===== config.mk =====
export PLATFORM = sky130hd
export DESIGN_NAME = audio_frame_tx
export DESIGN_NICKNAME = d
export VERILOG_FILES = /design/src/rtl/audio_tx_pkg.sv /design/src/rtl/audio_tx_ctrl.sv /design/src/rtl/audio_tx_datapath.sv /design/src/rtl/audio_frame_tx.sv
export SDC_FILE = /design/constraint.sdc
export NUM_CORES = 1
export LEC_CHECK = 0
export BUFFER_PORTS_ARGS = -buffer_cell sky130_fd_sc_hd__clkbuf_2
export CAP_MARGIN = 10
export CORE_ASPECT_RATIO = 1.2
export CORE_MARGIN = 1.5
export CORE_UTILIZATION = 55
export DETAILED_ROUTE_END_ITERATION = 12
export GPL_TIMING_DRIVEN = 0
export MAX_ROUTING_LAYER = met4
export PLACE_DENSITY = 0.77
export RECOVER_POWER = 50
export SYNTH_ARGS = -nofsm -noshare
export SYNTH_HDL_FRONTEND = slang
export SYNTH_SLANG_ARGS = --single-unit

===== constraint.sdc =====
create_clock -name clk -period 11.5 [get_ports clk]
set_clock_uncertainty 0.1 [all_clocks]
set_input_delay 1.725 -clock clk [delete_from_list [all_inputs] [get_ports clk]]
set_output_delay 1.725 -clock clk [all_outputs]
set_load 0.03 [all_outputs]

===== src/rtl/audio_tx_pkg.sv =====
package audio_tx_pkg;
  localparam int SAMPLE_W = 32;   // parallel sample bus width
  localparam int POS_W    = 6;    // bit position within a frame of up to 64 bits

  typedef logic [POS_W:0] widthT;

  // Strobes from control to datapath
  typedef struct packed {
    logic bitEdge;     // last cycle of a bit period: outputs advance at this edge
    logic frameStart;  // bitEdge that also starts a new frame
  } txStrobeT;

  function automatic widthT slotBits(input logic [1:0] mode);
    return (mode == 2'b00) ? widthT'(16) : widthT'(32);
  endfunction

  function automatic widthT dataBits(input logic [1:0] mode);
    case (mode)
      2'b10:   return widthT'(32);
      2'b11:   return widthT'(24);
      default: return widthT'(16);
    endcase
  endfunction
endpackage


===== src/rtl/audio_tx_ctrl.sv =====
module audio_tx_ctrl
  import audio_tx_pkg::*;
#(
  parameter int CLK_HALF = 4
) (
  input  logic             clk,
  input  logic             rstN,
  input  logic [POS_W-1:0] frameLast,
  output txStrobeT         strobes,
  output logic [POS_W-1:0] nextPos,
  output logic             bitClk
);
  localparam int PERIOD = 2 * CLK_HALF;
  localparam int DIV_W  = (PERIOD > 1) ? $clog2(PERIOD) : 1;

  logic [DIV_W-1:0] divCnt;
  logic [POS_W-1:0] bitPos;
  logic             atLast;
  logic             bitMid;

  assign atLast             = bitPos >= frameLast;
  assign bitMid             = divCnt == DIV_W'(CLK_HALF - 1);
  assign strobes.bitEdge    = divCnt == DIV_W'(PERIOD - 1);
  assign strobes.frameStart = strobes.bitEdge && atLast;
  assign nextPos            = atLast ? '0 : bitPos + 1'b1;

  always_ff @(posedge clk) begin
    if (!rstN) begin
      divCnt <= '0;
      bitPos <= '1;   // parked past any frame end: the first edge opens a frame
      bitClk <= 1'b0;
    end else begin
      divCnt <= strobes.bitEdge ? '0 : divCnt + 1'b1;
      if (strobes.bitEdge) begin
        bitPos <= nextPos;
        bitClk <= 1'b1;
      end else if (bitMid) begin
        bitClk <= 1'b0;
      end
    end
  end
endmodule


===== src/rtl/audio_tx_datapath.sv =====
module audio_tx_datapath
  import audio_tx_pkg::*;
(
  input  logic                clk,
  input  logic                rstN,
  input  txStrobeT            strobes,
  input  logic [POS_W-1:0]    nextPos,
  input  logic [1:0]          modeSel,
  input  logic                syncAlign,
  input  logic                sampleValid,
  input  logic [SAMPLE_W-1:0] leftWord,
  input  logic [SAMPLE_W-1:0] rightWord,
  output logic [POS_W-1:0]    frameLast,
  output logic                serData,
  output logic                chanClk,
  output logic                underrun
);
  localparam int SEL_W = $clog2(SAMPLE_W);

  logic [1:0]          modeReg, nxtMode;
  logic                alignReg, nxtAlign;
  logic [SAMPLE_W-1:0] leftReg, rightReg, nxtLeft, nxtRight, word;
  widthT               slotW, dataW, posW, idx;
  logic [SEL_W-1:0]    sel;
  logic                inRight, bitVal, chanVal;

  assign frameLast = POS_W'((slotBits(modeReg) << 1) - widthT'(1));

  always_comb begin
    if (strobes.frameStart) begin
      nxtMode  = modeSel;
      nxtAlign = syncAlign;
      nxtLeft  = sampleValid ? leftWord  : '0;
      nxtRight = sampleValid ? rightWord : '0;
    end else begin
      nxtMode  = modeReg;
      nxtAlign = alignReg;
      nxtLeft  = leftReg;
      nxtRight = rightReg;
    end
    slotW   = slotBits(nxtMode);
    dataW   = dataBits(nxtMode);
    posW    = {1'b0, nextPos};
    inRight = posW >= slotW;
    idx     = inRight ? posW - slotW : posW;
    word    = inRight ? nxtRight : nxtLeft;
    sel     = SEL_W'(dataW - widthT'(1) - idx);
    bitVal  = (idx < dataW) ? word[sel] : 1'b0;
    // early sync: the slot's level is taken one bit ahead
    chanVal = nxtAlign ? inRight
                       : ((posW + widthT'(1) >= slotW) && (posW + widthT'(1) < (slotW << 1)));
  end

  always_ff @(posedge clk) begin
    if (!rstN) begin
      modeReg  <= 2'b00;
      alignReg <= 1'b0;
      leftReg  <= '0;
      rightReg <= '0;
      serData  <= 1'b0;
      chanClk  <= 1'b1;
      underrun <= 1'b0;
    end else begin
      underrun <= strobes.frameStart && !sampleValid;
      if (strobes.frameStart) begin
        modeReg  <= nxtMode;
        alignReg <= nxtAlign;
        leftReg  <= nxtLeft;
        rightReg <= nxtRight;
      end
      if (strobes.bitEdge) begin
        serData <= bitVal;
        chanClk <= chanVal;
      end
    end
  end
endmodule


===== src/rtl/audio_frame_tx.sv =====
module audio_frame_tx
  import audio_tx_pkg::*;
#(
  parameter int CLK_HALF = 4
) (
  input  logic                clk,
  input  logic                rstN,
  input  logic [1:0]          modeSel,
  input  logic                syncAlign,
  input  logic                sampleValid,
  output logic                sampleReady,
  input  logic [SAMPLE_W-1:0] leftWord,
  input  logic [SAMPLE_W-1:0] rightWord,
  output logic                bitClk,
  output logic                chanClk,
  output logic                serData,
  output logic                underrun
);
  txStrobeT         strobes;
  logic [POS_W-1:0] nextPos;
  logic [POS_W-1:0] frameLast;

  assign sampleReady = strobes.frameStart;

  audio_tx_ctrl #(.CLK_HALF(CLK_HALF)) u_ctrl (
    .clk      (clk),
    .rstN     (rstN),
    .frameLast(frameLast),
    .strobes  (strobes),
    .nextPos  (nextPos),
    .bitClk   (bitClk)
  );

  audio_tx_datapath u_data (
    .clk        (clk),
    .rstN       (rstN),
    .strobes    (strobes),
    .nextPos    (nextPos),
    .modeSel    (modeSel),
    .syncAlign  (syncAlign),
    .sampleValid(sampleValid),
    .leftWord   (leftWord),
    .rightWord  (rightWord),
    .frameLast  (frameLast),
    .serData    (serData),
    .chanClk    (chanClk),
    .underrun   (underrun)
  );
endmodule


After elaboration in Yosys (flattened, before gate mapping)
Index checks and enable logic that the tools add are counted.
{ "word_totals": {"input_bits": 70, "register_bits": 80, "word_cells": 54, "output_inout_bits": 5} }
{ "op_classes": {"muxes": 18, "addsub": 7, "eq_ne": 4, "n_reduce_logical": 8, "bitwise": 1, "magnitude_cmp": 6} }
{ "ops": {"columns": ["cell", "n"], "rows": [
  ["$mux 32", 5],
  ["$mux 6", 2],
  ["$pmux 6 s2", 1],
  ["$add 6x1->7 const B", 1],
  ["$ge 6x7->1", 1],
  ["$ge 7x7->1", 1],
  ["$lt 7x6->1", 1],
  ["$lt 7x7->1", 1],
  ["$mux 7", 1],
  ["$sub 6x7->7", 1],
  ["$add 6x1->6 const B", 1],
  ["$ge 6x6->1", 1],
  ["$lt 5x6->1 const B", 1],
  ["$mux 1", 6],
  ["$sub 6x1->6 const B", 1],
  ["$bmux 1 s5", 1],
  ["$mux 5", 1],
  ["$sub 5x1->5 const B", 1],
  ["$sub 5x5->5", 1],
  ["$eq 2x2->1 const B", 2],
  ["$logic_not 2->1", 2],
  ["$add 3x1->3 const B", 1],
  ["$eq 3x2->1 const B", 1],
  ["$eq 3x3->1 const B", 1],
  ["6 further kinds", 8]
]} }

Logic depth before layout (Yosys ltp)
Gate-level depths: netlist of run 1.
{ "logic_depth": {"depth_word": 14, "ltp_mapped": 28, "depth_no_buf": 21} }

Modules after synthesis
From an unflattened synthesis of run 1, not the netlist that was laid out.
{ "hier_totals": {"cells_unflattened": 465, "area_unflattened_um2": 4247.8} }
{ "modules_own_cells": {"columns": ["mod", "area_per_inst_um2", "cells_each", "seq_area_each_um2", "n_inst"], "rows": [
  ["audio_tx_datapath", 3529.6, 382, 1401.3, 1],
  ["audio_tx_ctrl", 718.2, 83, 200.2, 1]
]} }

Least setup slack after synthesis of run 1
No wires, ideal clock.
{ "synth_timing": {"path_kind": "flip-flop to flip-flop", "from": "register u_ctrl.divCnt[0]", "to": "register u_data.serData", "period_less_slack_ns": 5.230, "path_buffers": 7, "setup_slack_ns": 6.270, "t_arrival_ns": 5.038, "stages_incl_launch_ff": 29, "setup_ns": 0.092, "t_required_ns": 11.308, "path_cell_list": "dfxtp_1 > ha_1 > ha_1 > clkbuf_1 > nand2_1 > o21a_1 > buf_4 > inv_4 > buf_2 > buf_2 > buf_1 > o21ai_0 > o21ai_0 > inv_1 > ha_1 > fa_1 > nor2b_1 > a32o_1 > buf_4 > buf_4 > nand2_1 > o21ai_0 > ha_1 > nor2b_1 > o21ai_0 > nand4b_1 > a21oi_1 > a21oi_1 > o32ai_1"} }
{ "synth_lines": {"columns": ["element", "line_no", "source"], "rows": [
  ["from (decl)", "audio_tx_ctrl.sv:16", "logic [DIV_W-1:0] divCnt;"],
  ["from (signal assigned)", "audio_tx_ctrl.sv:33", "divCnt <= strobes.bitEdge ? '0 : divCnt + 1'b1;"],
  ["to (signal assigned)", "audio_tx_datapath.sv:72", "serData <= bitVal;"],
  ["to (decl)", "audio_tx_datapath.sv:14", "output logic serData,"]
]} }

Final worst setup path of run 1
{ "layout_timing": {"from": "register u_data.modeReg[0]", "to": "register u_data.serData"} }
{ "layout_via": {"elab_chain_len": 14, "word_cells_on_any_way": 24, "cone_classes": "add/sub: 4; order compare: 3; eq/ne: 2; mux: 12; reduce/logical: 3"} }
{ "layout_rtl": {"columns": ["element", "line_no", "source"], "rows": [
  ["from (decl)", "audio_tx_datapath.sv:20", "logic [1:0] modeReg, nxtMode;"],
  ["from (signal assigned)", "audio_tx_datapath.sv:66", "modeReg <= nxtMode;"],
  ["$logic_not 2->1", "audio_tx_pkg.sv:14", "return (mode == 2'b00) ? widthT'(16) : widthT'(32);"],
  ["$mux 5", "audio_tx_pkg.sv:14", null],
  ["$sub 6x1->6", "audio_tx_datapath.sv:27", "assign frameLast = POS_W'((slotBits(modeReg) << 1) - widthT'(1));"],
  ["$ge 6x6->1", "audio_tx_ctrl.sv:21", "assign atLast = bitPos >= frameLast;"],
  ["$logic_and 1x1->1", "audio_tx_ctrl.sv:24", "assign strobes.frameStart = strobes.bitEdge && atLast;"],
  ["$mux 2", "audio_tx_datapath.sv:30", "if (strobes.frameStart) begin"],
  ["$logic_not 2->1", "audio_tx_pkg.sv:14", null],
  ["$mux 6", "audio_tx_pkg.sv:14", null],
  ["$sub 6x7->7 / $ge 6x7->1 (equally long branches)", "audio_tx_datapath.sv:45, audio_tx_datapath.sv:44", null],
  ["$mux 7", "audio_tx_datapath.sv:45", "idx = inRight ? posW - slotW : posW;"],
  ["$sub 5x5->5", "audio_tx_datapath.sv:47", "sel = SEL_W'(dataW - widthT'(1) - idx);"],
  ["$bmux 1 s5", "audio_tx_datapath.sv:48", "bitVal = (idx < dataW) ? word[sel] : 1'b0;"],
  ["$mux 1 (not written as such)", "audio_tx_datapath.sv:48", null],
  ["$mux 1 *", "audio_tx_datapath.sv:48", null]
]} }
Mark *: on every way between the ends. The rest lies on a longest branch, timed or not. The select of a mux whose other input is x is not followed.
A chain may end at the register's enable or synchronous reset.

==> metrics.md, run 1 <==
| Metric | Value |
|---|---|
| Status | complete, but fails checks |
| Failing checks | design-rule violations |
| Max VDD drop | 0.06309 mV |
| Die H | around 100 µm |
| Global Route Usage Sum | 0.3010 |
| Grt total ovfl | 0 |
| Die Footprint | 8626 µm² |
| WP depth | 26 |
| WL/cell | between 15 and 20 µm |
| Most common cell after layout, fill and taps aside | dfxtp_1 |
| Starting Density | 0.5730 |
| Cell mode on critical path | clkbuf_1 |
| I/O pins | 75 |
| Pwr per Cell Area | around 110 nW/µm² |
| Final ANT Viol Nets | 0 |
| Post-synth EDFFs | 0 |
| Fmax achieved | around 0.14 GHz |
| Leakage | between 0.002 and 0.0025 µW |
| Synth Area per Inst | 8.210 µm² |
| Largest net degree at the start of global routing | 15 |
| Simple-Gate Fraction of Synth Area | 0.2777 |
| Antenna cell count | 0 |
| Initial DRC Count | 268 |
| Critical Path Slowest Stage Cell | a32oi_2 |
| Post-synth ARST share | 0 |
| CP required | approximately 12 ns |
| First-pass GRT wire length | 19860 µm |
| Via count | 4218 |
| Die W | approximately 85 µm |
| Met2 WL | 6132 µm |
| Buf/Inv on CP | 8 |
| Post-layout power | 538.4 µW |
| CTS hold repair buffers | 0 |
| Root Driver | clkbuf_8 |
| Compound-Gate Fraction of Synth Area | 0.1814 |
| FF-to-FF setup slack | 4.44 ns |
| Worst-margin pin slew | 0.8615 ns |
| Post-synthesis xor/xnor area fraction | 0.01746 |
| Final hold violations | 0 |
| Worst path max stage delay | 0.54 ns |
| Drt first pass iters | 9 |
| Total CTS buffers | 9 |
| Met3 Routed Length | 678 µm |
| Startpoint Class | register |
| Postcts setup bufs | 0 |
| RSZ-0062 raised after global routing | false |
| # rows | 35 |
| Core area | 7751 µm² |
| WS Path Type | reg -> reg |
| Htree depth | 3 |
| Max-Cap Viols | 0 |
| Final min period | 7.056 ns |
| Most frequent cells in the layout | dfxtp_1, nand2_1, clkbuf_2 |
| Layout cell share with drive strength beyond 1 | 0.1601 |
| Synth cell types | 53 |
| Largest family of logic cells by synthesized area | simple AND/OR/NAND/NOR gates |
| Antenna violations before repair | 0 |
| Final setup fails | 0 |
| R2R cell count | 26 |
| Vias in the first global route | 4158 |
| Clk Latency, worst-skew pair | 0.35 ns |
| Fin crit share | 0.6136 |
| Post-route setup TNS | 0 ns |
| YS warnings | 0 |
| Nets | 712 |
| Post-Syn Area | 4442 µm² |
| GP Congestion | between 0.9 and 1 |
| Resized cells post-CTS | 0 |
| Post-route DRC | 1 |
| Port buffer count | 74 |
| #FFs+latches synth | 80 |
| Routed WL | 12210 µm |
| Max-slew violation count | 0 |
| Critical Path Start | u_data.modeReg[0]$_SDFFE_PN0N_ |
| Clock Sinks | 80 |
| CP arrival | a little over 7 ns |
| Post-DP HPWL | 9216 µm |
| CP top delay family | buffers and inverters |
| Proportion of synthesized area in mux cells | 0.06592 |
| Vias per inst | 5.834 |
| Top_reg_cell synth | dfxtp_1 |
| Filler cell count | 703 |
| Post-synthesis adder-cell area fraction | 0.04676 |
| DR top layer | met4 |
| Worst r2r src | u_data.modeReg[0]$_SDFFE_PN0N_ |
| Syn nets | 627 |
| Worst setup endpoint | u_data.serData$_SDFFE_PN0P_ |
| Clk slew on worst S/H paths | 0.09 ns |
| CTS tree | yes |
| Rel. slew slack | 0.4205 |
| Area Growth Syn to Fin | 15.01% |
| Largest buffer count on any clock path | 2 |
| Register area share after synthesis | 0.3606 |
| CP Capture Type | register |
| Synth Instances | 541 |
| M1 WL | 5126 µm |
| Worst r2r dst | u_data.serData$_SDFFE_PN0P_ |
| Hold path depth | 1 |
| CP max FO | 10 |
| Min-delay worst type | reg -> reg |
cell usage after synthesis, drive strengths merged, types with 4 or more instances:
cell / count / area share
a211oi: 4 / 0.0079
a21boi: 25 / 0.042
a21oi: 37 / 0.042
a22oi: 5 / 0.0085
and2: 26 / 0.037
and3: 26 / 0.037
buf: 16 / 0.023
clkbuf: 24 / 0.020
dfxtp: 80 / 0.36
ha: 15 / 0.042
inv: 7 / 0.0065
mux2i: 27 / 0.061
nand2: 71 / 0.061
nand3: 33 / 0.037
nor2: 14 / 0.012
nor2b: 52 / 0.073
nor3b: 4 / 0.0068
o21ai: 27 / 0.030
o22ai: 4 / 0.0056
xnor2: 5 / 0.012
worst reg2reg max path, stage by stage (launching register included):
cell and delay [ns]:
dfxtp_1 0.35, nor2_1 0.21, ha_1 0.18, clkbuf_1 0.38, nand2_1 0.10, o21a_1 0.12, clkbuf_1 0.22, clkinvlp_2 0.32
clkbuf_1 0.48, buf_2 0.36, buf_1 0.37, o21ai_0 0.14, o21ai_0 0.17, inv_1 0.21, ha_1 0.25, fa_1 0.47
nor2b_1 0.20, a32oi_2 0.54, clkbuf_1 0.48, nor2_1 0.08, a21oi_1 0.15, ha_1 0.25, o21ai_0 0.08, nand4b_1 0.14
a211oi_1 0.34, o41ai_1 0.14, o32ai_1 0.12
metrics by stage:
step	instances	setup WS, ns	cell area, µm²	hold WS, ns	util
after detailed placement	707	5.170	4927	0.3219	0.6357
after global routing	723	4.017	5109	0.3721	0.6591
after CTS	723	5.103	5134	0.3346	0.6623
after global placement	707	5.256	4927	0.3095	0.6357
after floorplan	541	6.270	4442	0.2983	-
final	723	4.444	5109	0.3377	0.6591
state kept, by name (all words and copies together) (netlist names):
register / cells
u_data.leftReg: 32
u_data.rightReg: 32
u_ctrl.bitPos: 6
u_ctrl.divCnt: 3
u_data.modeReg: 2
u_ctrl.bitClk: 1
u_data.alignReg: 1
u_data.chanClk: 1
u_data.serData: 1
u_data.underrun: 1
area by class of cell:
type / instances / area, µm² / area share
clock buffer: 10 / 137.6 / 0.02694
buffer: 40 / 176.4 / 0.03453
tap: 92 / 115.1 / 0.02253
clock inverter: 6 / 68.82 / 0.01347
sequential: 80 / 1602 / 0.3135
inverter: 7 / 27.53 / 0.005388
multi-input combinational: 414 / 2618 / 0.5124
timing repair buffer: 74 / 364.1 / 0.07127
per-layer routing:
layer  vias to the layer above  track usage
li1                       2042            -
met1                      2004       0.3557
met2                       145       0.5281
met3                        27      0.03423
met4                         0       0.1084
met5                         -            -
cells by family after synthesis:
| logic type | Yosys count |
|---|---|
| AO/OA/AOI/OAI | 125 |
| XOR/XNOR | 8 |
| adder cells (fa/ha/maj) | 16 |
| buffers and inverters | 47 |
| flip-flops | 80 |
| multiplexers | 29 |
| AND/OR/NAND/NOR | 236 |
power breakdown:
| group | switching (µW) | internal [µW] | leakage, µW |
|---|---|---|---|
| combinational | 21.5 | 19.8 | 0.00129 |
| clock | 111 | 107 | 0.000102 |
| sequential | 0.811 | 278 | 0.000645 |
| total | 133 | 405 | 0.00204 |
worst min path at each step:
stage	start	slack (ns)	endpoint
floorplan	u_ctrl.divCnt[0]$_SDFF_PP0_	0.30	u_ctrl.divCnt[0]$_SDFF_PP0_
detailed placement	u_ctrl.divCnt[0]$_SDFF_PP0_	0.32	u_ctrl.divCnt[0]$_SDFF_PP0_
global placement	u_ctrl.divCnt[0]$_SDFF_PP0_	0.31	u_ctrl.divCnt[0]$_SDFF_PP0_
CTS	u_ctrl.divCnt[0]$_SDFF_PP0_	0.33	u_ctrl.divCnt[0]$_SDFF_PP0_
finish	u_ctrl.divCnt[0]$_SDFF_PP0_	0.34	u_ctrl.divCnt[0]$_SDFF_PP0_
global route	u_ctrl.divCnt[0]$_SDFF_PP0_	0.37	u_ctrl.divCnt[0]$_SDFF_PP0_
Note: power is estimated with default switching activity, not from simulation.
==> inputs of run 2 (changes only) <==
- ABC_AREA: unset -> 1
- clock period: 11.5 -> 7.2 ns (I/O delays scaled with it)
==> run 2 against run 1 <==
The flow still finishes with violations (design-rule violations). Synthesized area down 0.45%. Non-clock buffer count down 1. Count of clock-buffer cells in the layout unchanged. Routed wire length down 3.4%. Combinational power up 140%. Fmax up 29%. Sequential power up 61%. Die area down 0.44%. Critical endpoint unchanged. Largest power group unchanged.
==> metrics.md, run 2 <==
| Metric | Value |
|---|---|
| Max VDD drop | 0.1253 mV (+99%) |
| Top_reg_cell synth | dfxtp_1 |
| Postcts setup bufs | 0 (unchanged) |
| Register area share after synthesis | 0.3622 (+0.001632) |
| DP Worst Slack | 2.439 ns (-2.731 ns) |
| Routed WL | 11800 µm (-3.4%) |
| Clk Latency, worst-skew pair | 0.37 ns (+0.02 ns) |
| #FFs+latches synth | 80 (unchanged) |
| Vias per inst | 5.294 (-9.3%) |
| CP required | 7.40 ns (-4.26 ns) |
| Antenna cell count | 0 (unchanged) |
| Largest net degree at the start of global routing | 14 (-1) |
| Vias in the first global route | 4175 (+0.41%) |
| GP Congestion | 0.9303 (-1.2%) |
| Port buffer count | 73 (-1.4%) |
| Via count | 4606 (+9.2%) |
| Final hold violations | 0 (unchanged) |
| WS Path Type | reg -> reg |
| Top post-synthesis cells by area | dfxtp_1, nand2_1, nand3_1, nor2_1, o21ai_0 |
| Hold EP | u_ctrl.divCnt[0]$_SDFF_PP0_ |
| Root Driver | clkbuf_8 |
| Max-slew violation count | 0 (unchanged) |
| Final setup margin | 1.750 ns (-2.694 ns) |
| R2R cell count | 28 (+7.7%) |
| Area Growth Syn to Fin | 13.70% |
| Hold path depth | 1 (unchanged) |
| Die W | 84.85 µm (-0.22%) |
| Dpl cells | 855 (+21%) |
| Startpoint Class | register |
| RSZ-0062 raised after global routing | false |
| CP arrival | 5.65 ns (-1.57 ns) |
| Drt first pass iters | 9 (unchanged) |
| HP Start | u_ctrl.divCnt[0]$_SDFF_PP0_ |
| Clock Sinks | 80 (unchanged) |
| Global Route Usage Sum | 0.2915 (-0.009580) |
| FF-to-FF setup slack | 1.75 ns (-2.69 ns) |
| CP Capture Type | register |
| Worst r2r src | u_ctrl.bitPos[0]$_SDFFE_PN1P_ |
| Layout cell share with drive strength beyond 1 | 0.1285 (-0.03153) |
| Buf/Inv on CP | 8 (unchanged) |
| Failing checks | design-rule violations |
| Resized cells post-CTS | 0 (unchanged) |
| # rows | 35 (unchanged) |
| Post-DP HPWL | 8796 µm (-4.6%) |
| Min-delay worst type | reg -> reg |
| Final min period | 5.450 ns (-1.606 ns) |
| WL/cell | 13.56 µm (-20%) |
| First-pass GRT wire length | 19130 µm (-3.7%) |
| CP max FO | 10 (unchanged) |
| YS warnings | 0 (unchanged) |
| Synth Area per Inst | 6.408 µm² (-22%) |
| Worst-margin pin slew | 0.7464 ns (-0.1151 ns) |
| Worst path max stage delay | 0.51 ns (-0.03 ns) |
| CP top delay family | simple AND/OR/NAND/NOR gates |
| Total CTS buffers | 9 (unchanged) |
| Post-Syn Area | 4422 µm² (-0.45%) |
| Synth cell types | 32 (-40%) |
| Worst r2r dst | u_data.serData$_SDFFE_PN0P_ |
| Nets | 860 (+21%) |
| Cell mode on critical path | nand2_1 |
| Final ANT Viol Nets | 0 (unchanged) |
| Die Footprint | 8589 µm² (-0.44%) |
| Post-synth EDFFs | 0 (unchanged) |
| Starting Density | 0.5705 (-0.002583) |
| Largest buffer count on any clock path | 2 (unchanged) |
| Post-route cell area | 5027 µm² (-1.6%) |
| Critical Path Slowest Stage Cell | clkbuf_1 |
| Rel. slew slack | 0.5024 (+0.08187) |
| Post-synth ARST share | 0 (unchanged) |
| Antenna violations before repair | 0 (unchanged) |
| I/O pins | 75 (unchanged) |
| Leakage | 0.002449 µW (+20%) |
| Pwr per Cell Area | 173.5 nW/µm² (+65%) |
| List of most frequent post-synthesis cells | nand2_1, nor2_1, dfxtp_1 |
| Die H | 101.2 µm (-0.22%) |
| Core area | 7751 µm² (unchanged) |
| Max-Cap Viols | 0 (unchanged) |
| Non-Filler Instances | 870 (+20%) |
| CTS hold repair buffers | 0 (unchanged) |
| Synth Instances | 690 (+28%) |
| Grt total ovfl | 0 (unchanged) |
| Initial DRC Count | 357 (+33%) |
| Most common cell after layout, fill and taps aside | nand2_1 |
| Fmax achieved | 0.1835 GHz (+29%) |
| Most frequent cells in the layout | nand2_1, nor2_1, dfxtp_1 |
| Synth area leader | dfxtp_1 |
| Critical Path Start | u_ctrl.bitPos[0]$_SDFFE_PN1P_ |
| Syn nets | 776 (+24%) |
| Clk slew on worst S/H paths | 0.08 ns (about the same) |
| WHS | 0.3216 ns (-0.01610 ns) |
| Filler cell count | 764 (+8.7%) |
| Fin crit share | 0.7569 (+0.1433) |
| CTS tree | yes |
| Post-route setup TNS | 0 ns (unchanged) |
| Final setup fails | 0 (unchanged) |
| Post-synth top area share | 0.3622 (+0.001632) |
| Status | complete, but fails checks |
| Largest regs | u_data.leftReg: 32 flops, u_data.rightReg: 32 flops, u_ctrl.bitPos: 6 flops |
| Area after DPL | 4902 µm² (-0.51%) |
| Post-route DRC | 6 (+5) |
| Htree depth | 3 (unchanged) |
| Most common cell in the netlist | nand2_1 |
[run 2: changes by cell type after synthesis, sizes merged, moves of 8 or more]
cell / delta
nand3b: +8
and2: -26
and3: -26
a21boi: -25
o21ai: +33
nand2: +157
nor2: +80
a21oi: -31
mux2i: -26
nand3: +38
inv: +59
nor2b: -52
[run 2: metrics by stage]
step                      total power, µW    util
after floorplan                     517.4       -
after global placement              552.7  0.6324
after detailed placement            555.1  0.6324
after CTS                           872.4  0.6565
after global routing                901.8  0.6486
final                               872.5  0.6486
[run 2: worst reg2reg max path: cells and delay by family (launching register included)]
kind,cells,cell delay [ns]
flip-flops,1,0.41
AO/OA/AOI/OAI,3,0.39
buffers and inverters,8,1.49
adder cells (fa/ha/maj),4,1.31
AND/OR/NAND/NOR,13,1.70
[run 2: where the power goes]
group          leakage (µW)  internal [µW]  switching [µW]  total (µW)
clock network     0.0000883            158             169         327
registers          0.000645            446            1.43         448
logic               0.00172           38.1            59.7        97.8
[run 2: metal layers]
metal,vias up,track usage,routed length [µm]
met3,30,0.03993,751
met2,160,0.4929,5774
li1,2331,-,-
met5,-,-,0
met4,0,0.1185,226
met1,2085,0.3516,5044
[run 2: cell type report]
| class | instances | area, µm² | share of cell area |
|---|---|---|---|
| Timing Repair Buffer | 73 | 359.1 | 0.07143 |
| Buffer | 40 | 178.9 | 0.03559 |
| Tap cell | 92 | 115.1 | 0.02290 |
| Clock inverter | 5 | 58.81 | 0.01170 |
| Sequential cell | 80 | 1602 | 0.3186 |
| Multi-Input combinational cell | 503 | 2335 | 0.4644 |
| Inverter | 67 | 251.5 | 0.05002 |
| Clock buffer | 10 | 127.6 | 0.02539 |
[run 2: worst max-delay path by stage]
stage | end | slack (ns) | cells after the start
after floorplan | u_data.serData$_SDFFE_PN0P_ | 3.14 | 29
after global placement | u_data.serData$_SDFFE_PN0P_ | 2.64 | 29
after detailed placement | u_data.serData$_SDFFE_PN0P_ | 2.44 | 29
after CTS | u_data.serData$_SDFFE_PN0P_ | 2.40 | 29
after global routing | u_data.serData$_SDFFE_PN0P_ | 1.26 | 28
final | u_data.serData$_SDFFE_PN0P_ | 1.75 | 28
[run 2: cell families after synthesis]
| family | after synthesis | synth area share |
|---|---|---|
| buffers and inverters | 107 | 0.1036 |
| AO/OA/AOI/OAI | 74 | 0.08885 |
| AND/OR/NAND/NOR | 410 | 0.3922 |
| flip-flops | 80 | 0.3622 |
| XOR/XNOR | 2 | 0.003962 |
| adder cells (fa/ha/maj) | 16 | 0.04697 |
| multiplexers | 1 | 0.002264 |
==> inputs of run 3 (changes only) <==
- clock period: 7.2 -> 5.3 ns (I/O delays scaled with it)
==> run 3 against run 2 <==
Flip-flop and latch count is the same. Critical path depth grew 1. Die area is the same. Routed wire length is essentially flat. Critical endpoint unchanged. The flow still finishes with violations (design-rule violations). Sequential power grew 36%. Global-route usage is the same. Utilization grew 0.39 points. Fmax grew 12%. Count of clock-buffer cells in the layout is the same. First-iteration DRC count shrank 13%. Clock power grew 35%. Worst setup slack lost 1.3 ns.
==> metrics.md, run 3 (synthesis results as in run 2) <==
| Metric | Value |
|---|---|
| Resized cells post-CTS | 0 (unchanged) |
| First-pass GRT wire length | 19130 µm (unchanged) |
| Antenna cell count | 0 (unchanged) |
| Die H | 101.2 µm (unchanged) |
| WS Path Type | reg -> reg |
| Worst r2r src | u_data.modeReg[0]$_SDFFE_PN0N_ |
| Total CTS buffers | 9 (unchanged) |
| Fin crit share | 0.9197 (+0.1627) |
| I/O pins | 75 (unchanged) |
| Max-Cap Viols | 0 (unchanged) |
| Failing checks | design-rule violations |
| Cell mode on critical path | inv_1 |
| Fmax achieved | 0.2052 GHz (+12%) |
| Starting Density | 0.5705 (unchanged) |
| Most frequent cells in the layout | nand2_1, nor2_1, dfxtp_1 |
| CTS tree | yes |
| Largest net degree at the start of global routing | 14 (unchanged) |
| Clock Sinks | 80 (unchanged) |
| Final setup fails | 0 (unchanged) |
| Largest regs | u_data.leftReg: 32 flops, u_data.rightReg: 32 flops, u_ctrl.bitPos: 6 flops |
| Startpoint Class | register |
| Via count | 4597 (-0.20%) |
| Final ANT Viol Nets | 0 (unchanged) |
| Die Footprint | 8589 µm² (unchanged) |
| Grt total ovfl | 0 (unchanged) |
| Core area | 7751 µm² (unchanged) |
| Largest buffer count on any clock path | 2 (unchanged) |
| # rows | 35 (unchanged) |
| Layout cell share with drive strength beyond 1 | 0.1375 (+0.008997) |
| Root Driver | clkbuf_8 |
| Area Growth Syn to Fin | 14.37% |
| Worst-margin pin slew | 0.7433 ns (-0.003046 ns) |
| Die W | 84.85 µm (unchanged) |
| Vias per inst | 5.284 (-0.20%) |
| DP Worst Slack | 0.5395 ns (-1.900 ns) |
| Min-delay worst type | reg -> reg |
| Critical Path Slowest Stage Cell | fa_1 |
| Final setup margin | 0.4258 ns (-1.324 ns) |
| Antenna violations before repair | 0 (unchanged) |
| Final Util | 0.6525 (+0.003874) |
| Most common cell after layout, fill and taps aside | nand2_1 |
| Final hold violations | 0 (unchanged) |
| CP max FO | 10 (unchanged) |
| Max-slew violation count | 0 (unchanged) |
| Drt first pass iters | 10 (+1) |
| Routed WL | 11790 µm (about the same) |
| CP required | 5.50 ns (-1.90 ns) |
| CTS hold repair buffers | 0 (unchanged) |
| Final min period | 4.874 ns (-0.5758 ns) |
| Post-route DRC | 6 (unchanged) |
| Post-DP HPWL | 8796 µm (unchanged) |
| Rel. slew slack | 0.5044 (+0.002031) |
| Initial DRC Count | 312 (-13%) |
| Nets | 860 (unchanged) |
| Pwr per Cell Area | 234.2 nW/µm² (+35%) |
| WL/cell | 13.56 µm (about the same) |
| CP Capture Type | register |
| Max VDD drop | 0.1701 mV (+36%) |
| Vias in the first global route | 4175 (unchanged) |
| Clk Latency, worst-skew pair | 0.36 ns (about the same) |
| Post-route setup TNS | 0 ns (unchanged) |
| CP arrival | 5.07 ns (-0.58 ns) |
| Port buffer count | 73 (unchanged) |
| Global Route Usage Sum | 0.2915 (unchanged) |
| Leakage | 0.002465 µW (+0.64%) |
| Clk slew on worst S/H paths | 0.08 ns (about the same) |
| Critical Path Start | u_data.modeReg[0]$_SDFFE_PN0N_ |
| Htree depth | 3 (unchanged) |
| Worst path max stage delay | 0.55 ns (+0.04 ns) |
| HP Start | u_ctrl.divCnt[0]$_SDFF_PP0_ |
| Postcts setup bufs | 0 (unchanged) |
| RSZ-0062 raised after global routing | false |
| GP Congestion | 0.9303 (unchanged) |
| Status | complete, but fails checks |
## run 3: worst max-delay path, delay by kind of cell, from the launching register on
kind / cells / cell delay [ns]
adder cells (fa/ha/maj): 3 / 1.13
flip-flops: 1 / 0.32
buffers and inverters: 10 / 1.05
AND/OR/NAND/NOR: 13 / 1.79
AO/OA/AOI/OAI: 3 / 0.42
## run 3: final cells by class
cell class | instances | area (µm²)
Buffer | 40 | 187.7
Clock buffer | 10 | 127.6
Clock inverter | 5 | 58.81
Fill cell | 755 | 2694
Inverter | 67 | 251.5
Multi-Input combinational cell | 503 | 2355
Sequential cell | 80 | 1602
Tap cell | 92 | 115.1
Timing Repair Buffer | 73 | 360.3
## run 3: metal layers
metal | part of all wire | global-route usage | up-vias
met2 | 0.48 | 0.4929 | 154
met4 | 0.026 | 0.1185 | 0
li1 | - | - | 2328
met5 | 0 | - | -
met3 | 0.056 | 0.03993 | 36
met1 | 0.44 | 0.3516 | 2079
## run 3: metrics by stage
step | total power (µW) | std cells | cell area [µm²] | hold slack [ns]
6_report | 1184 | 870 | 5057 | 0.3215
5_1_grt | 1226 | 870 | 5057 | 0.3540
4_1_cts | 1185 | 870 | 5089 | 0.3241
3_5_place_dp | 754.1 | 855 | 4902 | 0.3119
3_3_place_gp | 750.8 | 855 | 4902 | 0.3074
2_1_floorplan | 702.9 | 690 | 4422 | 0.2992
## run 3: path summary, 6_finish.rpt
check / depth (start not counted) / slack [ns] / end
hold reg to reg: 1 / 0.32 / u_ctrl.divCnt[0]$_SDFF_PP0_
setup reg to reg: 29 / 0.43 / u_data.serData$_SDFFE_PN0P_
hold / removal: 1 / 0.32 / u_ctrl.divCnt[0]$_SDFF_PP0_
setup / recovery: 29 / 0.43 / u_data.serData$_SDFFE_PN0P_
## run 3: where the power goes
group | internal (µW) | switching [µW] | total (µW)
Sequential | 606 | 1.94 | 608
Combinational | 52.2 | 81.7 | 134
Clock | 215 | 227 | 442
